File: src/rtl/bch_enc_pkg.sv
package bch_enc_pkg;
  localparam int SYM_W = 10;                    // field degree m
  localparam int T_CORR = 5;                    // correctable errors
  localparam int PAR_W = SYM_W * T_CORR;        // generator degree
  localparam logic [SYM_W:0] PRIM = 11'h409;    // x^10 + x^3 + 1

  // multiply two field elements, polynomial basis
  function automatic logic [SYM_W-1:0] gf_mul(input logic [SYM_W-1:0] a,
                                               input logic [SYM_W-1:0] b);
    logic [SYM_W-1:0] p;
    p = '0;
    for (int i = SYM_W - 1; i >= 0; i--) begin
      p = {p[SYM_W-2:0], 1'b0} ^ (p[SYM_W-1] ? PRIM[SYM_W-1:0] : '0);
      if (b[i]) p = p ^ a;
    end
    return p;
  endfunction

  // generator = product of (x + beta) over every conjugate of the odd roots
  function automatic logic [PAR_W:0] gen_poly();
    logic [SYM_W-1:0] c [0:PAR_W];
    logic [SYM_W-1:0] beta;
    logic [PAR_W:0]   g;
    int deg;
    for (int k = 0; k <= PAR_W; k++) c[k] = '0;
    c[0] = SYM_W'(1);
    deg = 0;
    for (int e = 1; e < 2 * T_CORR; e += 2) begin
      beta = SYM_W'(1);
      for (int k = 0; k < e; k++) beta = gf_mul(beta, SYM_W'(2));
      for (int j = 0; j < SYM_W; j++) begin
        for (int k = deg + 1; k >= 1; k--) c[k] = c[k-1] ^ gf_mul(c[k], beta);
        c[0] = gf_mul(c[0], beta);
        deg = deg + 1;
        beta = gf_mul(beta, beta);
      end
    end
    for (int k = 0; k <= PAR_W; k++) g[k] = c[k][0];
    return g;
  endfunction
endpackage

File: src/rtl/bch_rem_step.sv
// Advances the division remainder by DATA_W message bits in one cycle:
// an unrolled chain of single-bit LFSR stages, earliest bit first.
module bch_rem_step #(
  parameter int DATA_W = 10,
  parameter int PAR_W = 50,
  parameter logic [PAR_W-1:0] GTAP = '0
) (
  input  logic [PAR_W-1:0]  rem_i,
  input  logic [DATA_W-1:0] data_i,
  output logic [PAR_W-1:0]  rem_o
);
  genvar s;
  generate
    for (s = 0; s < DATA_W; s++) begin : g_bit
      logic [PAR_W-1:0] prv;
      logic [PAR_W-1:0] nxt;
      logic fb;
      if (s == 0) begin : g_first
        assign prv = rem_i;
      end else begin : g_chain
        assign prv = g_bit[s-1].nxt;
      end
      assign fb  = data_i[DATA_W-1-s] ^ prv[PAR_W-1];
      assign nxt = {prv[PAR_W-2:0], 1'b0} ^ (fb ? GTAP : '0);
    end
  endgenerate

  assign rem_o = g_bit[DATA_W-1].nxt;
endmodule

File: src/rtl/bch_enc_seq.sv
// Codeword sequencing: information word count, parity drain count, ready.
module bch_enc_seq #(
  parameter int INFO_WORDS = 30,
  parameter int PAR_WORDS = 5
) (
  input  logic clk,
  input  logic rst,
  input  logic in_valid,
  input  logic in_start,
  output logic in_ready,
  output logic take,
  output logic par_en,
  output logic par_last
);
  localparam int CNT_W  = $clog2(INFO_WORDS);
  localparam int PCNT_W = (PAR_WORDS > 1) ? $clog2(PAR_WORDS) : 1;

  logic              open_q;
  logic              par_q;
  logic [CNT_W-1:0]  cnt_q;
  logic [PCNT_W-1:0] pcnt_q;
  logic [CNT_W-1:0]  base_cnt;

  assign in_ready = !par_q;
  assign take     = in_valid && !par_q && (open_q || in_start);
  assign base_cnt = in_start ? '0 : cnt_q;
  assign par_en   = par_q;
  assign par_last = par_q && (pcnt_q == PCNT_W'(PAR_WORDS - 1));

  always_ff @(posedge clk) begin
    if (rst) begin
      open_q <= 1'b0;
      par_q  <= 1'b0;
      cnt_q  <= '0;
      pcnt_q <= '0;
    end else if (take) begin
      if (base_cnt == CNT_W'(INFO_WORDS - 1)) begin
        open_q <= 1'b0;
        par_q  <= 1'b1;
        cnt_q  <= '0;
        pcnt_q <= '0;
      end else begin
        open_q <= 1'b1;
        cnt_q  <= base_cnt + CNT_W'(1);
      end
    end else if (par_q) begin
      pcnt_q <= pcnt_q + PCNT_W'(1);
      if (par_last) par_q <= 1'b0;
    end
  end

  AST_NO_TAKE_IN_DRAIN: assert property (@(posedge clk) disable iff (rst)
    par_q && !par_last |=> par_q && !take);
endmodule

File: src/rtl/bch350_enc.sv
module bch350_enc #(
  parameter int DATA_W = bch_enc_pkg::SYM_W,
  parameter int INFO_WORDS = 30
) (
  input  logic              clk,
  input  logic              rst,
  input  logic              in_valid,
  input  logic              in_start,
  input  logic [DATA_W-1:0] in_data,
  output logic              in_ready,
  output logic              out_valid,
  output logic [DATA_W-1:0] out_data,
  output logic              out_parity,
  output logic              out_last
);
  localparam int PAR_W = bch_enc_pkg::PAR_W;
  localparam int PAR_WORDS = PAR_W / DATA_W;
  localparam logic [PAR_W:0] GEN = bch_enc_pkg::gen_poly();

  logic             take, par_en, par_last;
  logic [PAR_W-1:0] rem_q, rem_base, rem_nxt;

  bch_enc_seq #(.INFO_WORDS(INFO_WORDS), .PAR_WORDS(PAR_WORDS)) u_seq (
    .clk(clk), .rst(rst), .in_valid(in_valid), .in_start(in_start),
    .in_ready(in_ready), .take(take), .par_en(par_en), .par_last(par_last)
  );

  assign rem_base = in_start ? '0 : rem_q;

  bch_rem_step #(.DATA_W(DATA_W), .PAR_W(PAR_W), .GTAP(GEN[PAR_W-1:0])) u_step (
    .rem_i(rem_base), .data_i(in_data), .rem_o(rem_nxt)
  );

  always_ff @(posedge clk) begin
    if (rst) begin
      rem_q      <= '0;
      out_valid  <= 1'b0;
      out_data   <= '0;
      out_parity <= 1'b0;
      out_last   <= 1'b0;
    end else begin
      out_valid <= take || par_en;
      if (take) begin
        rem_q      <= rem_nxt;
        out_data   <= in_data;
        out_parity <= 1'b0;
        out_last   <= 1'b0;
      end else if (par_en) begin
        rem_q      <= rem_q << DATA_W;
        out_data   <= rem_q[PAR_W-1 -: DATA_W];
        out_parity <= 1'b1;
        out_last   <= par_last;
      end else begin
        out_parity <= 1'b0;
        out_last   <= 1'b0;
      end
    end
  end

  AST_ONE_CYCLE: assert property (@(posedge clk) disable iff (rst)
    in_valid && in_ready && in_start |=> out_valid && !out_parity && out_data == $past(in_data));
  AST_PAR_BACK_TO_BACK: assert property (@(posedge clk) disable iff (rst)
    out_parity && !out_last |=> out_valid && out_parity);
  AST_LAST_IS_FIFTH: assert property (@(posedge clk) disable iff (rst)
    out_last |-> out_parity && $past(out_parity, 4));
  AST_READY_LOW_DRAIN: assert property (@(posedge clk) disable iff (rst)
    out_parity && !out_last |-> !in_ready);
  AST_IDLE_QUIET: assert property (@(posedge clk) disable iff (rst)
    in_ready && !in_valid |=> !out_valid);
endmodule

File: config.mk
export PLATFORM = sky130hd
export DESIGN_NAME = bch350_enc
export DESIGN_NICKNAME = d
export VERILOG_FILES = /design/src/rtl/bch_enc_pkg.sv /design/src/rtl/bch_rem_step.sv /design/src/rtl/bch_enc_seq.sv /design/src/rtl/bch350_enc.sv
export SDC_FILE = /design/constraint.sdc
export NUM_CORES = 1
export LEC_CHECK = 0
export CAP_MARGIN = 10
export CELL_PAD_IN_SITES_DETAIL_PLACEMENT = 1
export CELL_PAD_IN_SITES_GLOBAL_PLACEMENT = 2
export CORE_MARGIN = 4
export CORE_UTILIZATION = 40
export CTS_BUF_LIST = sky130_fd_sc_hd__clkbuf_4
export CTS_CLUSTER_DIAMETER = 100
export CTS_CLUSTER_SIZE = 20
export DETAILED_ROUTE_END_ITERATION = 10
export PLACE_DENSITY = 0.87
export SLEW_MARGIN = 10
export SYNTH_ARGS = -nofsm -noshare
export SYNTH_HDL_FRONTEND = slang
export SYNTH_HIERARCHICAL = 1
export SYNTH_SLANG_ARGS = --single-unit
export TNS_END_PERCENT = 20
File: constraint.sdc
create_clock -name clk -period 7.1 [get_ports clk]
set_input_delay 1.42 -clock clk [delete_from_list [all_inputs] [get_ports clk]]
set_output_delay 1.42 -clock clk [all_outputs]
set_load 0.05 [all_outputs]
# Word level (Yosys, flattened, before mapping)

Cells that the tools add are included.

$add $sub $neg: 2
Equal/unequal tests: 3
Muxes and demuxes: 26
Bitwise operators: 21
Reductions and logical operators: 10

Operators with widths:

| operator                                                                 | number |
|---|---|
| 50-bit two-way mux                                                       | 13 |
| 50-bit XOR                                                               | 10 |
| 10-bit two-way mux                                                       | 2 |
| 5-bit two-way mux                                                        | 2 |
| 1-bit XOR                                                                | 10 |
| 3-bit two-way mux                                                        | 3 |
| 1-bit two-way mux                                                        | 6 |
| 5-bit by 1-bit adder with 5-bit output (second input constant)           | 1 |
| 5-bit equality test (second input constant)                              | 1 |
| 3-bit by 1-bit adder with 3-bit output (second input constant)           | 1 |
| 3-bit equality test (second input constant)                              | 1 |
| 1-bit logical AND                                                        | 3 |
| 3-bit OR reduction                                                       | 1 |
| 1-bit logical OR                                                         | 2 |
| 2-bit by 1-bit inequality test with 1-bit output (second input constant) | 1 |
| 2-bit AND reduction                                                      | 1 |
| 2-bit nonzero test                                                       | 1 |
| 2-bit OR reduction                                                       | 1 |
| 1-bit zero test                                                          | 1 |
| 1-bit inverter                                                           | 1 |

Bits in registers: 73
Input bits: 14
Output and inout bits: 14

# Depth between registers and ports, before layout

Word-level depth: 32
Mapped depth: 9

# Modules after synthesis

Netlist, hierarchy kept.

Modules (own cells, without submodules):

| module       | instances | cells each | area each (um^2) | seq. area each (um^2) |
|---|---|---|---|---|
| bch350_enc   | 1         | 330        | 3,154.3          | 1,261.2 |
| bch_rem_step | 1         | 134        | 1,539.0          | 0.0 |
| bch_enc_seq  | 1         | 64         | 550.5            | 200.2 |

# Least setup slack after synthesis

OpenSTA, ideal clock, no wires.

Path type: input to register
Start: input in_start
End: register rem_q[11]
Library setup time: 138 ps
Data arrival time: 3,563 ps
Required time: 6,962 ps
Setup slack: 3,400 ps
Cell stages on the path: 8
Buffers on the path: 1
Cells stage by stage: clkbuf_1 > nor2b_1 > xor2_4 > xnor3_4 > xor2_1 > xnor3_1 > nor2b_1 > a211oi_1

RTL lines:

| item                         | line               | text |
|---|---|---|
| start: declaration           | bch350_enc.sv:8    | `input logic in_start,` |
| 50-bit two-way mux (*)       | bch350_enc.sv:28   | `assign rem_base = in_start ? '0 : rem_q;` |
| net rem_base[47]             | bch350_enc.sv:21   | `logic [PAR_W-1:0] rem_q, rem_base, rem_nxt;` |
| 50-bit XOR (*) (2 in series) | bch_rem_step.sv:24 | `assign nxt = {prv[PAR_W-2:0], 1'b0} ^ (fb ? GTAP : '0);` |
| 1-bit XOR (*)                | bch_rem_step.sv:23 | `assign fb = data_i[DATA_W-1-s] ^ prv[PAR_W-1];` |
| 50-bit two-way mux (*)       | bch_rem_step.sv:24 |  |
| 50-bit XOR (*)               | bch_rem_step.sv:24 |  |
| 1-bit XOR                    | bch_rem_step.sv:23 |  |
| 50-bit two-way mux           | bch_rem_step.sv:24 |  |
| [13 not listed]              | --                 |  |
| 1-bit XOR                    | bch_rem_step.sv:23 |  |
| 50-bit two-way mux           | bch_rem_step.sv:24 |  |
| 50-bit XOR (*)               | bch_rem_step.sv:24 |  |
| 1-bit XOR                    | bch_rem_step.sv:23 |  |
| 50-bit two-way mux           | bch_rem_step.sv:24 |  |
| 50-bit XOR (*)               | bch_rem_step.sv:24 |  |
| net rem_nxt[11]              | bch350_enc.sv:21   |  |
| 50-bit two-way mux (*)       | bch350_enc.sv:43   | `if (take) begin` |
| end signal: assignment       | bch350_enc.sv:44   | `rem_q <= rem_nxt;` |
| end signal: assignment       | bch350_enc.sv:49   | `rem_q <= rem_q << DATA_W;` |
| end: declaration             | bch350_enc.sv:21   |  |

The timed path passes the listed nets; every way through them passes the cells marked *.
A chain may end at the register's enable or synchronous reset.

# Worst setup path after layout

Start: input in_start
End: register rem_q[11]

RTL lines:

| item                         | line |
|---|---|
| 50-bit two-way mux (*)       | bch350_enc.sv:28 |
| net rem_base[42]             | bch350_enc.sv:21 |
| 50-bit XOR (*) (7 in series) | bch_rem_step.sv:24 |
| 1-bit XOR (*)                | bch_rem_step.sv:23 |
| 50-bit two-way mux (*)       | bch_rem_step.sv:24 |
| 50-bit XOR (*)               | bch_rem_step.sv:24 |
| 1-bit XOR                    | bch_rem_step.sv:23 |
| 50-bit two-way mux           | bch_rem_step.sv:24 |
| 50-bit XOR (*)               | bch_rem_step.sv:24 |
| 1-bit XOR                    | bch_rem_step.sv:23 |
| 50-bit two-way mux           | bch_rem_step.sv:24 |
| 50-bit XOR (*)               | bch_rem_step.sv:24 |
| net rem_nxt[11]              | bch350_enc.sv:21 |
| 50-bit two-way mux (*)       | bch350_enc.sv:43 |

Marked as above.

==> impl_metrics.py <==
metrics = {
    "setup_path": {
        "r2r_slack_ns": 3.58,
        "start_kind": "primary input",
        "end_kind": "flip-flop",
        "worst-setup-path-type": "in2reg",
        "reg2reg_depth": 6,
        "crit_fanout": 43,
        "crit_top_cell": "nor2b_1",
        "critical-path-top-delay-family": "XOR/XNOR gates",
        "crit_chain": "buf_2 > buf_4 > nor2b_1 > xnor2_2 > xor3_2 > xor2_1 > xnor3_1 > nor2b_1 > a211oi_1",
        "crit_arrival_ns": 4.39,
        "cp.depth": 9,
        "max_stage_delay_ns": 0.52,
        "crit_required_ns": 7.41,
        "cp_num_buf_inv": 2,
        "slowest_stage": "xor3_2",
    },
    "logic_synthesis": {
        "synth_cell_types": 49,
        "synth_nets": 544,
        "syn_avg_cell_area_um2": 9.93,
        "synth.area.top_cells": "dfxtp_1 (28%), xnor2_1 (13%), nor2b_1 (12%), mux2i_1 (9.5%), a211oi_1 (7.2%)",
        "syn_area_mm2": 0.00524,
        "synth_top_cell_area_share": 0.279,
        "syn_inst": 528,
        "yosysMostFrequentCell": "nor2b_1",
        "synth-edff-count": 0,
        "ys_ff_latch": 73,
        "synth_commonest_cells": "nor2b_1 (103), xnor2_1 (80), dfxtp_1 (73), a211oi_1 (50), mux2i_1 (50)",
        "synth-async-reset-ratio": 0,
        "yosysTopAreaCell": "dfxtp_1",
        "yosysWarningCount": 6,
        "seq_area_frac_synth": 0.279,
        "synth_ff_type": "dfxtp_1",
    },
    "clock_network": {
        "cts-root-buf": "clkbuf_4",
        "clkTransAtPathRegs_ns": 0.12,
        "numCtsBuffers": 9,
        "hold_buffers": 0,
        "cts_max_path_buffers": 2,
        "cts_tree": "yes",
        "htreeDepth": 3,
        "clock_sinks": 73,
        "insertion_delay_ns": 0.46,
        "cts_resized": 0,
        "post-cts-setup-buffers": 0,
    },
    "placement": {
        "placedCellCount": 693,
        "gp_congestion": 0.858,
        "dp_hpwl_um": 9020,
        "placement.io_buffers": 27,
        "post-place-ws_ns": 2.55,
    },
    "timing": {
        "setup_tns_ns": 0,
        "maxSlewHeadroom": 0.257,
        "worst_slack_ns": 3.02,
        "post-route-min-period_ns": 4.08,
        "period_share": 0.575,
        "fin_skew_ns": 0.0132,
        "finalMaxSlewViolations": 0,
        "fmax_ghz": 0.245,
        "grt_setup_unrepaired": "false",
        "worst_pin_slew_ns": 1.11,
        "setup_viol": 0,
        "hold_viol": 0,
    },
    "power": {
        "p_per_area_mw_per_mm2": 267,
        "cellLeakagePower_nw": 1.88,
        "combinationalPowerShare": 0.501,
        "ir_drop_mv": 0.113,
        "clkPwrFrac": 0.168,
        "power.switching_w": 0.000569,
        "swShare": 0.376,
        "p_int_w": 0.000942,
        "seqPwrFrac": 0.331,
    },
    "drt": {
        "vias_per_cell": 5.23,
        "wl_per_cell_um": 18.9,
        "drt-total-wl_um": 13300,
        "drt_iter0_markers": 193,
        "dr.pass1.iters": 4,
        "drtAntennaViolNets": 0,
        "drc": 0,
        "num_vias": 3702,
    },
    "finish": {
        "final_core_util": 0.444,
        "multi_input_area_mm2": 0.00353,
        "fill_cells": 1489,
        "drive_above_1_share": 0.0802,
        "num_antenna_cells": 0,
        "area_growth_pct": 7.73,
        "seqCellArea_mm2": 0.00147,
        "final_nets": 548,
        "final_cells": 708,
    },
    "global_route": {
        "antenna_found_initial": 0,
        "grt_max_degree": 76,
        "grt_pass1_vias": 4045,
        "grt_pass1_wl_um": 22200,
        "grt-ovfl-total": 0,
        "grt_usage": 0.192,
    },
    "floorplan": {
        "die_w_um": 122,
        "initial_utilization": 0.412,
        "pin_count": 28,
        "dieArea_mm2": 0.0150,
        "core-area_mm2": 0.0127,
        "die_h_um": 122,
        "rows": 41,
    },
    "job": {
        "maxCapViolCount": 0,
    },
    "worst_hold_path": {
        "hold_depth": 2,
        "worstHoldPathType": "reg2reg",
    },
    "run_status": {
        "outcome": "finished, final reports clean",
    },
}
## flip-flops by register name, indices dropped and copies added, names as in the netlist
name and cells:
out_data 10, out_last 1, out_parity 1, out_valid 1
rem_q 50, u_seq/cnt_q 5, u_seq/open_q 1, u_seq/par_en 1
u_seq/pcnt_q 3
## power by group through the flow
stage / clock [W] / sequential, W / combinational [W]
final: 0.000254 / 0.000500 / 0.000756
after global routing: 0.000284 / 0.000508 / 0.000814
after global placement: 0 / 0.000507 / 0.000738
after detailed placement: 0 / 0.000509 / 0.000751
after CTS: 0.000269 / 0.000500 / 0.000756
after floorplan: 0 / 0.000507 / 0.000604
## cell usage in the layout, fill, tap and decap left out, drive strengths merged, types with 2 or more instances in the layout
| master | n |
|---|---|
| a21oi | 15 |
| nor2b | 103 |
| a311oi | 3 |
| o41ai | 2 |
| clkdlybuf4s50 | 25 |
| xor3 | 2 |
| nor3 | 2 |
| and3 | 2 |
| buf | 6 |
| dfxtp | 73 |
| a211oi | 50 |
| or3b | 11 |
| xor2 | 25 |
| xnor3 | 12 |
| clkinv | 5 |
| nor2 | 5 |
| o21ai | 3 |
| inv | 7 |
| nand3b | 3 |
| a41oi | 2 |
| mux2i | 50 |
| nand2 | 12 |
| ha | 2 |
| clkbuf | 10 |
| xnor2 | 89 |
## layout make-up
type | count | share of cell area
Sequential cell | 73 | 0.259
Inverter | 8 | 0.00532
Multi-Input combinational cell | 409 | 0.624
Clock buffer | 10 | 0.0133
Clock inverter | 5 | 0.00842
Timing Repair Buffer | 31 | 0.0514
Tap cell | 172 | 0.0381
## layer usage
metal	wire, um	share of wire	vias up	track usage
met1	6470	0.48	1816	0.257
met4	259	0.019	0	0.0798
met5	0	0	-	0
met2	6350	0.48	52	0.312
li1	-	-	1816	-
met3	267	0.020	18	0.0253
## per-stage QoR
| step | cell area (um^2) | total power [W] | hold WS [ns] |
|---|---|---|---|
| global route | 5650 | 0.00161 | 0.561 |
| floorplan | 5240 | 0.00111 | 0.471 |
| global placement | 5530 | 0.00125 | 0.486 |
| finish | 5650 | 0.00151 | 0.519 |
| CTS | 5650 | 0.00153 | 0.524 |
| detailed placement | 5530 | 0.00126 | 0.506 |
## logic make-up after synthesis
| logic type | Yosys count | synth area share |
|---|---|---|
| XOR/XNOR | 128 | 0.287 |
| buffers and inverters | 46 | 0.0489 |
| AND/OR/NAND/NOR | 147 | 0.175 |
| multiplexers | 50 | 0.0954 |
| AO/OA/AOI/OAI | 82 | 0.110 |
| adder cells (fa/ha/maj) | 2 | 0.00477 |
| flip-flops | 73 | 0.279 |
## worst paths after layout
check,startpoint,to
worst max register to register,u_seq/par_en,rem_q[5]
worst max-delay path,in_start,rem_q[11]
worst min register to register,u_seq/pcnt_q[1],u_seq/pcnt_q[1]
worst min-delay path,u_seq/pcnt_q[1],u_seq/pcnt_q[1]
## worst register-to-register path: stages, from the launching register on
cell and delay, ns:
dfxtp_4 1.09, nor2b_1 0.31, nand2_1 0.19, clkinv_1 0.70, buf_4 0.56, or3b_1 0.44, a21oi_1 0.16
No activity file was read; power rests on OpenSTA's default activity.
